--- src/rtl/exu_alu_pkg.sv ---
package exu_alu_pkg;

  localparam int unsigned OP_W = 5;

  typedef enum logic [OP_W-1:0] {
    OP_ADD   = 5'd0,
    OP_ADDU  = 5'd1,
    OP_SUB   = 5'd2,
    OP_SUBU  = 5'd3,
    OP_AND   = 5'd4,
    OP_OR    = 5'd5,
    OP_XOR   = 5'd6,
    OP_NOR   = 5'd7,
    OP_SLT   = 5'd8,
    OP_SLTU  = 5'd9,
    OP_ADDI  = 5'd10,
    OP_ADDIU = 5'd11,
    OP_SLTI  = 5'd12,
    OP_SLTIU = 5'd13,
    OP_ANDI  = 5'd14,
    OP_ORI   = 5'd15,
    OP_XORI  = 5'd16,
    OP_LUI   = 5'd17
  } alu_op_e;

  typedef enum logic [1:0] {EXT_SIGN, EXT_ZERO, EXT_UPPER} ext_e;
  typedef enum logic [1:0] {SEL_ARITH, SEL_LOGIC, SEL_CMP, SEL_PASSB} res_sel_e;
  typedef enum logic [1:0] {LG_AND, LG_OR, LG_XOR, LG_NOR} logic_fn_e;

  typedef struct packed {
    logic      legal;
    logic      use_imm;
    ext_e      ext;
    logic      sub;
    logic      trap;
    logic      cmp_signed;
    logic_fn_e lfn;
    res_sel_e  sel;
  } ctrl_t;

endpackage

--- src/rtl/exu_alu_decode.sv ---
module exu_alu_decode
  import exu_alu_pkg::*;
(
  input  logic [OP_W-1:0] op_i,
  output ctrl_t           ctrl_o
);

  always_comb begin
    ctrl_o = '{legal: 1'b1, use_imm: 1'b0, ext: EXT_SIGN, sub: 1'b0, trap: 1'b0,
               cmp_signed: 1'b0, lfn: LG_AND, sel: SEL_ARITH};
    unique case (op_i)
      OP_ADD:   ctrl_o.trap = 1'b1;
      OP_ADDU:  ;
      OP_SUB:   begin ctrl_o.sub = 1'b1; ctrl_o.trap = 1'b1; end
      OP_SUBU:  ctrl_o.sub = 1'b1;
      OP_AND:   begin ctrl_o.sel = SEL_LOGIC; ctrl_o.lfn = LG_AND; end
      OP_OR:    begin ctrl_o.sel = SEL_LOGIC; ctrl_o.lfn = LG_OR;  end
      OP_XOR:   begin ctrl_o.sel = SEL_LOGIC; ctrl_o.lfn = LG_XOR; end
      OP_NOR:   begin ctrl_o.sel = SEL_LOGIC; ctrl_o.lfn = LG_NOR; end
      OP_SLT:   begin ctrl_o.sel = SEL_CMP; ctrl_o.cmp_signed = 1'b1; end
      OP_SLTU:  ctrl_o.sel = SEL_CMP;
      OP_ADDI:  begin ctrl_o.use_imm = 1'b1; ctrl_o.trap = 1'b1; end
      OP_ADDIU: ctrl_o.use_imm = 1'b1;
      OP_SLTI:  begin
        ctrl_o.use_imm = 1'b1; ctrl_o.sel = SEL_CMP; ctrl_o.cmp_signed = 1'b1;
      end
      OP_SLTIU: begin ctrl_o.use_imm = 1'b1; ctrl_o.sel = SEL_CMP; end
      OP_ANDI:  begin
        ctrl_o.use_imm = 1'b1; ctrl_o.ext = EXT_ZERO; ctrl_o.sel = SEL_LOGIC; ctrl_o.lfn = LG_AND;
      end
      OP_ORI:   begin
        ctrl_o.use_imm = 1'b1; ctrl_o.ext = EXT_ZERO; ctrl_o.sel = SEL_LOGIC; ctrl_o.lfn = LG_OR;
      end
      OP_XORI:  begin
        ctrl_o.use_imm = 1'b1; ctrl_o.ext = EXT_ZERO; ctrl_o.sel = SEL_LOGIC; ctrl_o.lfn = LG_XOR;
      end
      OP_LUI:   begin ctrl_o.use_imm = 1'b1; ctrl_o.ext = EXT_UPPER; ctrl_o.sel = SEL_PASSB; end
      default:  ctrl_o.legal = 1'b0;
    endcase
  end

endmodule

--- src/rtl/exu_alu_opb.sv ---
module exu_alu_opb
  import exu_alu_pkg::*;
#(
  parameter int unsigned XLEN  = 32,
  parameter int unsigned IMM_W = 16
) (
  input  logic [XLEN-1:0]  b_i,
  input  logic [IMM_W-1:0] imm_i,
  input  logic             use_imm_i,
  input  ext_e             ext_i,
  output logic [XLEN-1:0]  opb_o
);

  localparam int unsigned PadW = XLEN - IMM_W;

  logic [XLEN-1:0] imm_sext, imm_zext, imm_upper;

  generate
    if (PadW > 0) begin : g_pad
      assign imm_sext  = {{PadW{imm_i[IMM_W-1]}}, imm_i};
      assign imm_zext  = {{PadW{1'b0}}, imm_i};
      assign imm_upper = {imm_i, {PadW{1'b0}}};
    end else begin : g_nopad
      assign imm_sext  = imm_i[XLEN-1:0];
      assign imm_zext  = imm_i[XLEN-1:0];
      assign imm_upper = imm_i[XLEN-1:0];
    end
  endgenerate

  always_comb begin
    if (!use_imm_i) opb_o = b_i;
    else begin
      unique case (ext_i)
        EXT_ZERO:  opb_o = imm_zext;
        EXT_UPPER: opb_o = imm_upper;
        default:   opb_o = imm_sext;
      endcase
    end
  end

endmodule

--- src/rtl/exu_alu_addsub.sv ---
module exu_alu_addsub #(
  parameter int unsigned XLEN = 32
) (
  input  logic [XLEN-1:0] a_i,
  input  logic [XLEN-1:0] b_i,
  input  logic            sub_i,
  output logic [XLEN-1:0] sum_o,
  output logic            ovf_o
);

  logic [XLEN-1:0] b_eff;
  logic            sa, sb, ss;

  assign b_eff = sub_i ? ~b_i : b_i;
  assign sum_o = a_i + b_eff + {{(XLEN-1){1'b0}}, sub_i};

  // Overflow: effective operands share a sign that the result lacks
  assign sa    = a_i[XLEN-1];
  assign sb    = b_eff[XLEN-1];
  assign ss    = sum_o[XLEN-1];
  assign ovf_o = (sa == sb) && (ss != sa);

endmodule

--- src/rtl/exu_alu_logic.sv ---
module exu_alu_logic
  import exu_alu_pkg::*;
#(
  parameter int unsigned XLEN = 32
) (
  input  logic [XLEN-1:0] a_i,
  input  logic [XLEN-1:0] b_i,
  input  logic_fn_e       fn_i,
  output logic [XLEN-1:0] res_o
);

  always_comb begin
    unique case (fn_i)
      LG_AND:  res_o = a_i & b_i;
      LG_OR:   res_o = a_i | b_i;
      LG_XOR:  res_o = a_i ^ b_i;
      default: res_o = ~(a_i | b_i);
    endcase
  end

endmodule

--- src/rtl/exu_alu_cmp.sv ---
module exu_alu_cmp #(
  parameter int unsigned XLEN = 32
) (
  input  logic [XLEN-1:0] a_i,
  input  logic [XLEN-1:0] b_i,
  input  logic            signed_i,
  output logic            lt_o
);

  logic ult;

  assign ult = a_i < b_i;
  // Signed: differing signs decide directly, else the unsigned order holds
  assign lt_o = (signed_i && (a_i[XLEN-1] != b_i[XLEN-1])) ? a_i[XLEN-1] : ult;

endmodule

--- src/rtl/exu_alu.sv ---
module exu_alu
  import exu_alu_pkg::*;
#(
  parameter int unsigned XLEN   = 32,
  parameter int unsigned IMM_W  = 16,
  parameter int unsigned REG_AW = 5
) (
  input  logic              clk_i,
  input  logic              rst_ni,
  input  logic [OP_W-1:0]   op_i,
  input  logic [XLEN-1:0]   a_i,
  input  logic [XLEN-1:0]   b_i,
  input  logic [IMM_W-1:0]  imm_i,
  input  logic [REG_AW-1:0] dst_i,
  output logic [XLEN-1:0]   result_o,
  output logic              wr_en_o,
  output logic [REG_AW-1:0] wr_dst_o,
  output logic              ovf_o
);

  ctrl_t           ctrl;
  logic [XLEN-1:0] opb, sum, lres, res_d;
  logic            raw_ovf, lt, ovf_d, wr_d;

  exu_alu_decode i_decode (
    .op_i   (op_i),
    .ctrl_o (ctrl)
  );

  exu_alu_opb #(.XLEN(XLEN), .IMM_W(IMM_W)) i_opb (
    .b_i       (b_i),
    .imm_i     (imm_i),
    .use_imm_i (ctrl.use_imm),
    .ext_i     (ctrl.ext),
    .opb_o     (opb)
  );

  exu_alu_addsub #(.XLEN(XLEN)) i_addsub (
    .a_i   (a_i),
    .b_i   (opb),
    .sub_i (ctrl.sub),
    .sum_o (sum),
    .ovf_o (raw_ovf)
  );

  exu_alu_logic #(.XLEN(XLEN)) i_logic (
    .a_i   (a_i),
    .b_i   (opb),
    .fn_i  (ctrl.lfn),
    .res_o (lres)
  );

  exu_alu_cmp #(.XLEN(XLEN)) i_cmp (
    .a_i      (a_i),
    .b_i      (opb),
    .signed_i (ctrl.cmp_signed),
    .lt_o     (lt)
  );

  always_comb begin
    unique case (ctrl.sel)
      SEL_LOGIC: res_d = lres;
      SEL_CMP:   res_d = {{(XLEN-1){1'b0}}, lt};
      SEL_PASSB: res_d = opb;
      default:   res_d = sum;
    endcase
    if (!ctrl.legal) res_d = '0;
    ovf_d = ctrl.legal && ctrl.trap && raw_ovf;
    wr_d  = ctrl.legal && !ovf_d && (dst_i != '0);
  end

  always_ff @(posedge clk_i or negedge rst_ni) begin
    if (!rst_ni) begin
      result_o <= '0;
      wr_en_o  <= 1'b0;
      wr_dst_o <= '0;
      ovf_o    <= 1'b0;
    end else begin
      result_o <= res_d;
      wr_en_o  <= wr_d;
      wr_dst_o <= dst_i;
      ovf_o    <= ovf_d;
    end
  end

endmodule

--- config.mk ---
export PLATFORM = sky130hd
export DESIGN_NAME = exu_alu
export DESIGN_NICKNAME = d
export VERILOG_FILES = /design/src/rtl/exu_alu_pkg.sv /design/src/rtl/exu_alu_decode.sv /design/src/rtl/exu_alu_opb.sv /design/src/rtl/exu_alu_addsub.sv /design/src/rtl/exu_alu_logic.sv /design/src/rtl/exu_alu_cmp.sv /design/src/rtl/exu_alu.sv
export SDC_FILE = /design/constraint.sdc
export NUM_CORES = 1
export LEC_CHECK = 0
export BUFFER_PORTS_ARGS = -buffer_cell sky130_fd_sc_hd__buf_4
export CAP_MARGIN = 20
export CORE_MARGIN = 2
export CORE_UTILIZATION = 35
export DETAILED_ROUTE_END_ITERATION = 10
export SKIP_CTS_REPAIR_TIMING = 1
export SYNTH_ARGS = -nofsm -noshare
export SYNTH_HDL_FRONTEND = slang
export SYNTH_SLANG_ARGS = --single-unit
--- constraint.sdc ---
create_clock -name clk_i -period 0.8 [get_ports clk_i]
set_input_delay 0.16 -clock clk_i [delete_from_list [all_inputs] [get_ports clk_i]]
set_output_delay 0.16 -clock clk_i [all_outputs]
set_load 0.01 [all_outputs]
======== Yosys cells after proc, flatten, opt, wreduce, memory -nomap -nowiden ========
Cells that the tools add are included.
word-level totals
  register bits ........................... 39
  output and inout bits ................... 39
  logic and storage cells ................. 74
operators by class
  reduce and logical (&&, ||, !) cells .... 20
  $add $sub $neg .......................... 2
  order comparisons ....................... 1
  muxes and demuxes ....................... 15
  eq/ne operators ......................... 27
  bitwise gates (word level) .............. 5
operators with widths
  kind                  count
  $pmux W32 S3          2
  $mux W32              3
  $not A32 Y32          2
  $pmux W32 S2          1
  $eq A5 B4 Y1 const B  8
  $add A32 B1 Y32       1
  $add A32 B32 Y32      1
  $and A32 B32 Y32      1
  $lt A32 B32 Y1        1
  $or A32 B32 Y32       1
  $xor A32 B32 Y32      1
  $eq A5 B3 Y1 const B  4
  $reduce_or A18 Y1     1
  $pmux W2 S3           2
  $eq A5 B2 Y1 const B  2
  $eq A5 B5 Y1 const B  2
  $eq A2 B2 Y1 const B  4
  $reduce_or A2 Y1      4
  $reduce_or A8 Y1      1
  $reduce_or A7 Y1      1
  $eq A2 B1 Y1 const B  3
  $logic_and A1 B1 Y1   6
  $mux W1               6
  $reduce_or A3 Y1      2
  other kinds (9)       10

======== Depth between registers and ports, before layout ========
Gate-level depths: netlist (run 1).
  depth in word-level cells ............... 16
  depth in mapped cells ................... 26
  mapped depth without buffers ............ 21

======== Cells and area by module ========
From an unflattened synthesis (run 1), not the netlist that was laid out.
unflattened totals
  cells, all modules ...................... 1,009
  area total of the unflattened synthesis .. 7,793.7 um^2
modules (own cells, without submodules)
  module          sequential area each (um^2)  cells an instance  area an instance (um^2)  times used
  exu_alu_logic   0.0                          306                2,242.2                  1
  exu_alu_addsub  0.0                          299                2,090.8                  1
  exu_alu         975.9                        156                1,903.1                  1
  exu_alu_cmp     0.0                          112                803.3                    1
  exu_alu_opb     0.0                          112                583.1                    1
  exu_alu_decode  0.0                          24                 171.4                    1

======== Least setup slack after synthesis (run 1) ========
No wires, ideal clock.
  kind .................................... in2reg
  start ................................... in op_i[4]
  end ..................................... reg wr_en_o
  path buffers ............................ 6
  required time ........................... 0.670 ns
  setup time .............................. 0.130 ns
  stages .................................. 26
  path slack .............................. -4.529 ns
  arrival time ............................ 5.199 ns
  cell sequence ........................... buf_2 or3b_2 nor2_1 nand2_1 clkbuf_1 buf_1 ha_1 and2_1 clkbuf_1 clkbuf_1 a21oi_1 nor2_1 a21oi_1 xnor2_1 ha_1 clkbuf_1 a21oi_2 o21ai_0 a22o_1 o41ai_1 o221ai_2 a21o_1 a21o_2 mux2i_1 nor4b_2 nor3_1
on the way
  cells in the longest elaborated chain, start to end .. 16
  elaborated cells between the ends (all ways) .. 44
RTL lines
  item                                          RTL line              source
  start, declared                               exu_alu.sv:10         input logic [OP_W-1:0] op_i,
  $eq A5 B4 Y1 or $eq A5 B5 Y1 (tied branches)  exu_alu_decode.sv:11  unique case (op_i)
  $reduce_or A3 Y1 (no line)                    --
  $pmux W2 S2                                   exu_alu_decode.sv:11
  $eq A2 B2 Y1 or $eq A2 B1 Y1 (tied branches)  exu_alu_opb.sv:33     unique case (ext_i)
  $pmux W32 S2                                  exu_alu_opb.sv:33
  $mux W32                                      exu_alu_opb.sv:31     if (!use_imm_i) opb_o = b_i;
  $not A32 Y32                                  exu_alu_addsub.sv:14  assign b_eff = sub_i ? ~b_i : b_i;
  $mux W32                                      exu_alu_addsub.sv:14
  $add A32 B32 Y32                              exu_alu_addsub.sv:15  assign sum_o = a_i + b_eff + {{(XLEN-1){1'b0}}, sub_i};
  $add A32 B1 Y32                               exu_alu_addsub.sv:15
  $ne A1 B1 Y1                                  exu_alu_addsub.sv:21  assign ovf_o = (sa == sb) && (ss != sa);
  $logic_and A1 B1 Y1                           exu_alu_addsub.sv:21
  $logic_and A1 B1 Y1 (*)                       exu_alu.sv:68         ovf_d = ctrl.legal && ctrl.trap && raw_ovf;
  named net ovf_d                               exu_alu.sv:23         logic raw_ovf, lt, ovf_d, wr_d;
  $logic_not A1 Y1 (*)                          exu_alu.sv:69         wr_d = ctrl.legal && !ovf_d && (dst_i != '0);
  $logic_and A1 B1 Y1 (*) (2 in a row)          exu_alu.sv:69
  named net wr_d                                exu_alu.sv:23
  end signal, assigned                          exu_alu.sv:80         wr_en_o <= wr_d;
  end, declared                                 exu_alu.sv:16         output logic wr_en_o,
The timed path passes the listed nets; every way through them passes the cells marked *.

======== Final worst setup path (run 1) ========
  start ................................... in op_i[1]
  end ..................................... reg wr_en_o
The elaborated chain is that of the path after synthesis.

==> flow_summary.toml, run 1 <==
[global_route]
grt_pass1_vias = 7834
grt_overflow = 0
grt_max_degree = 40
grt_pass1_wl_um = 42100
track_usage = 0.267
antenna_found_initial = 0

[logic_synthesis]
ys_top_cells_by_count = "ha_1, a21oi_1, nor2_1"
synth_edf_count = 0
yosysTopAreaCell = "ha_1"
yosys-top-cells-area = "ha_1, dfrtp_1, a21oi_1"
syn_area_per_cell_um2 = 7.65
synth_area_um2 = 6800
synth_top_area_share = 0.248
synth_ff_type = "dfrtp_1"
syn_inst = 889
synth_nets = 1117
yosysWarnings = 0
async_flop_share = 1.00
yosysMostFrequentCell = "ha_1"
synth-seq-area-share = 0.143
ys_types = 73
synth-seq-cells = 39

[drt]
drt_wl_total_um = 29700
drt_iter0_drc = 725
vias = 8544
drc_errors = 0
final_antenna_net_count = 0
viasPerCell = 5.45
routedWlPerCell_um = 19.0
drtPass1Iterations = 6

[sta]
layout_setup_ws_ns = -3.56
slew_headroom = 0.456
finalHoldViolCount = 0
fmax_mhz = 229
worstMarginPinSlew_ns = 0.810
min_period_ns = 4.36
finalCritPeriodShare = 5.45
maxSlewViolCount = 0
holdWs_ns = 0.182
finalSetupViolCount = 73
grt_setup_unrepaired = "yes"

[placement]
dpl.hpwl_um = 21900
placedCellCount = 1507
io_buffers = 130
gp_congestion = 0.995

[floorplan]
floorplan.core_area_um2 = 18900
ioPinCount = 131
rows = 50
dieHeight_um = 143
die-area_um2 = 20600
start_util = 0.360
die_x_um = 143

[worst_hold_path]
worstHoldPathCells = 3
holdPathEnd = "wr_en_o$_DFF_PN0_"
min_path_type = "primary input to register"
holdCritStartpoint = "dst_i[1]"

[pwr]
p_leak_uw = 0.00572
vdd_drop_max_uv = 859
power.density_nw_per_um2 = 1320

[outcome]
violations = "setup timing"
status = "complete, but fails checks"

[layout]
fill_cells = 1637
diodes = 0
syn_to_final_growth_pct = 71.4
nets = 1534
stdcell_count = 1567
drive_above_1_share = 0.466

[clock_network]
clock-sinks = 39
clk_pin_slew_worst_paths_ns = 0.06
cts_tree = "yes"
cts_buffer_depth = 2
root_buffer = "clkbuf_16"
numCtsBuffers = 5
htree_num_levels = 2

[run]
cap_viol_max_count = 0

[setup_path]
arrival_ns = 4.55
cp-end-kind = "register"
startpoint_type = "primary input"
critPathMaxFanout = 7
crit_type = "primary input to register"
cp_data_required_time_ns = 0.98
-- worst max-delay path: stages --
cell and delay (ns):
buf_8 0.10, or4b_4 0.55, o21ai_4 0.20, ha_4 0.24
or2_4 0.27, buf_6 0.14, and3_4 0.15, a21oi_4 0.13
xnor2_1 0.15, ha_2 0.32, nand2_2 0.08, o211ai_1 0.10
or4_4 0.56, a31oi_4 0.19, o221ai_2 0.12, a21o_1 0.18
a21o_2 0.21, mux2i_2 0.16, nor4b_2 0.29, buf_4 0.18
nor3_2 0.04
-- worst max-delay path by stage --
stage | cells after the start | slack, ns | to | start
after floorplan | 24 | -3.98 | result_o[21]$_DFF_PN0_ | op_i[1]
after global placement | 19 | -4.00 | result_o[21]$_DFF_PN0_ | op_i[3]
after detailed placement | 20 | -4.08 | wr_en_o$_DFF_PN0_ | op_i[3]
after CTS | 20 | -3.83 | wr_en_o$_DFF_PN0_ | op_i[3]
after global routing | 22 | -3.71 | wr_en_o$_DFF_PN0_ | op_i[1]
final | 21 | -3.56 | wr_en_o$_DFF_PN0_ | op_i[1]
-- final cells by class --
type | instances | area (µm²) | share of cell area
repair buffers | 454 | 3690 | 0.316
clock buffers | 5 | 125 | 0.0107
inverters | 79 | 297 | 0.0254
clock inverters | 3 | 47.5 | 0.00408
flip-flops and latches | 39 | 976 | 0.0837
multi-input cells | 727 | 6200 | 0.532
well taps | 260 | 325 | 0.0279
-- per-layer routing --
layer | GRT usage | part of all wire | vias to the layer above
met3 | 0.0520 | 0.077 | 59
li1 | - | - | 4039
met4 | 0.0774 | 0.030 | 0
met2 | 0.423 | 0.46 | 373
met1 | 0.369 | 0.43 | 4073
met5 | 0 | 0 | -
-- where the power goes --
part	internal (µW)	total (µW)	switching, µW	leakage, µW
registers	2300	2470	162	0.000499
logic	5380	10400	4990	0.00514
clock network	1490	2500	1010	0.0000844
total	9170	15300	6160	0.00572
-- flip-flops by register name, indices dropped and copies added, names as in the netlist --
name and count:
wr_dst_o 5, wr_en_o 1, ovf_o 1, result_o 32
-- through the flow --
stage               instance area, µm²  setup slack, ns  setup TNS, ns  utilization  total power [µW]
CTS                              10400            -3.83        -115.84        0.548             13300
global placement                 10200            -4.00        -117.45        0.539             10700
finish                           11700            -3.56        -110.53        0.617             15300
floorplan                         7030            -3.98        -112.82            -              6820
detailed placement               10200            -4.08        -118.97        0.539             10800
global route                     11700            -3.71        -115.16        0.617             16100
-- placed cells by master (no fill, tap or decap), drive strengths merged, types with 4 or more instances in the layout --
cell         netlist  routed
nor2              88      88
and3              17      17
nand3              9       9
o221ai            18      18
o21ai             47      47
nor2b             10      10
a22oi              5       5
nor4               8       8
buf                9     448
dfrtp             39      39
mux2i              5       5
dlygate4sd3        0       6
nand2             51      51
or3                6       6
a221oi            15      15
nand4              5       5
o22ai             22      22
nand2b             8       8
nor3              10      10
o211ai             8       8
o21bai             6       6
a31oi              9       9
xor2              10      10
ha               135     135
o31ai              4       4
a21o              17      17
a211oi             6       6
xnor2             45      45
a221o              4       4
a21oi            114     114
and2               5       5
clkbuf            36       5
inv               79      80
-- kinds of logic after synthesis --
| kind of cell | share of synthesized area |
|---|---|
| xor gates and xnor gates | 0.0708 |
| and+or+nand+nor | 0.163 |
| DFF | 0.143 |
| adders and majority gates | 0.251 |
| muxes | 0.00736 |
| AOI/OAI and AO/OA | 0.293 |
| buffers and inverters | 0.0712 |
Note: power is estimated with default switching activity, not from simulation.
==> run 2: changes to the inputs <==
Settings changed: PLACE_DENSITY set to 0.54.
==> run 2 against run 1 <==
Compared with the run above: core utilization shrank 1.4 points; sequential power hardly changed; wire length fell by 2.5%; the flow still finishes with violations (setup timing); sequential share of layout area rose by 0.20 points; critical path depth decreased by 1; total power shrank 3.9%; setup slack got worse by 0.0070 ns; clock power down 2%; largest power group unchanged; count of clock-buffer cells in the layout did not move; sequential cell count unchanged.
==> flow_summary.toml, run 2 (synthesis gave the netlist of run 1 again) <==
[outcome]
status = "complete, but fails checks"
violations = "setup timing"

[sta]
grt_setup_unrepaired = "yes"
slew_headroom = 0.699
fmax_mhz = 229
layout_setup_ws_ns = -3.57
maxSlewViolCount = 0
finalSetupViolCount = 73
worstMarginPinSlew_ns = 0.447
finalCritPeriodShare = 5.46
min_period_ns = 4.37
finalHoldViolCount = 0

[placement]
placedCellCount = 1524
dpl.hpwl_um = 22700
gp_congestion = 0.938
io_buffers = 130

[setup_path]
arrival_ns = 4.55
cp-end-kind = "register"
critical_path.slowest_cell = "or4_4"
startpoint_type = "primary input"
cp_data_required_time_ns = 0.98
cpPeakStageDelay_ns = 0.56
crit_type = "primary input to register"
critPathMaxFanout = 8
cp_cell_sequence = "buf_6 > or4b_4 > o21ai_4 > ha_4 > or2_4 > and3_4 > a21oi_4 > xnor2_2 > ha_1 > a21oi_2 > o211ai_1 > or4_4 > a31oi_4 > o221ai_2 > a21o_1 > a21o_2 > mux2i_2 > nor4b_2 > buf_4 > nor3_2"

[drt]
drtPass1Iterations = 5
viasPerCell = 5.26
drt_wl_total_um = 29000
drt_iter0_drc = 558
routedWlPerCell_um = 18.6
final_antenna_net_count = 0
vias = 8208
drc_errors = 0

[global_route]
antenna_found_initial = 0
grt_max_degree = 25
grt_pass1_wl_um = 43000
grt_pass1_vias = 7734
track_usage = 0.274
grt_overflow = 0

[layout]
mostFrequentLayoutCell = "buf_4"
final_cell_mix = "buf_4, ha_1, nor2_1"
top_regs = "result_o: 32 flops, wr_dst_o: 5 flops"
fill_cells = 1740
drive_above_1_share = 0.444
stdcell_count = 1559
largest_reg_flops = 32
top_register = "result_o"
nets = 1526
fin_util = 0.603
syn_to_final_growth_pct = 67.4
diodes = 0
multi_input_area_um2 = 6000
register_area_um2 = 976

[clock_network]
htree_num_levels = 2
cts_buffer_depth = 2
numCtsBuffers = 5
clk_pin_slew_worst_paths_ns = 0.06
root_buffer = "clkbuf_16"
clock-sinks = 39
cts_tree = "yes"

[pwr]
sw_frac_of_total = 0.398
clkPwrFrac = 0.166
seqPwrFrac = 0.168
p_switching_uw = 5870
comb_power_share = 0.667
p_leak_uw = 0.00567
vdd_drop_max_uv = 811
p_int_uw = 8860
power.density_nw_per_um2 = 1290

[worst_hold_path]
min_path_type = "primary input to register"

[floorplan]
ioPinCount = 131
die-area_um2 = 20600
dieHeight_um = 143
die_x_um = 143
start_util = 0.360
floorplan.core_area_um2 = 18900
rows = 50

[run]
cap_viol_max_count = 0
[run 2: power groups by stage]
stage,clock [µW],sequential (µW),combinational [µW]
finish,2440,2470,9820
global route,2570,2500,10600
CTS,2490,2410,8600
detailed placement,0,2440,8560
global placement,0,2450,8490
floorplan,0,2610,4210
[run 2: worst max-delay path: cells and delay by family]
| kind | cells | cell delay (ns) |
|---|---|---|
| buffers and inverters | 2 | 0.28 |
| and+or+nand+nor | 6 | 1.87 |
| xor gates and xnor gates | 1 | 0.08 |
| muxes | 1 | 0.15 |
| AOI/OAI and AO/OA | 8 | 1.38 |
| adders and majority gates | 2 | 0.60 |
[run 2: path summary, 6_finish.rpt]
check | start | end | slack (ns) | depth (start not counted)
setup / recovery | op_i[1] | wr_en_o$_DFF_PN0_ | -3.57 | 20
hold / removal | dst_i[1] | wr_en_o$_DFF_PN0_ | 0.19 | 3
min in group asynchronous | rst_ni | result_o[9]$_DFF_PN0_ | 0.22 | 2
max in group asynchronous | rst_ni | result_o[22]$_DFF_PN0_ | 0.23 | 3
[run 2: routing by layer]
| layer | vias up | wire, µm | track usage |
|---|---|---|---|
| met5 | - | 0 | 0 |
| met4 | 0 | 654 | 0.0609 |
| met3 | 44 | 1760 | 0.0363 |
| met2 | 295 | 13200 | 0.442 |
| met1 | 3845 | 13400 | 0.389 |
| li1 | 4024 | - | - |
[run 2: layout make-up]
| class | instances | share of cell area |
|---|---|---|
| sequential | 39 | 0.0857 |
| timing repair buffer | 446 | 0.318 |
| multi-input combinational | 727 | 0.527 |
| clock inverter | 3 | 0.00384 |
| clock buffer | 5 | 0.0110 |
| tap | 260 | 0.0286 |
| inverter | 79 | 0.0260 |
[run 2: metrics by stage]
step	total power [µW]	cell area, µm²	setup slack [ns]	TNS, ns	hold WS [ns]
floorplan	6820	7030	-3.98	-112.82	-0.136
CTS	13500	10500	-3.83	-116.35	-0.333
detailed placement	11000	10400	-4.14	-120.18	-0.0143
global placement	10900	10400	-4.06	-119.29	-0.0115
global route	15700	11400	-3.70	-112.92	0.201
finish	14700	11400	-3.57	-107.37	0.185
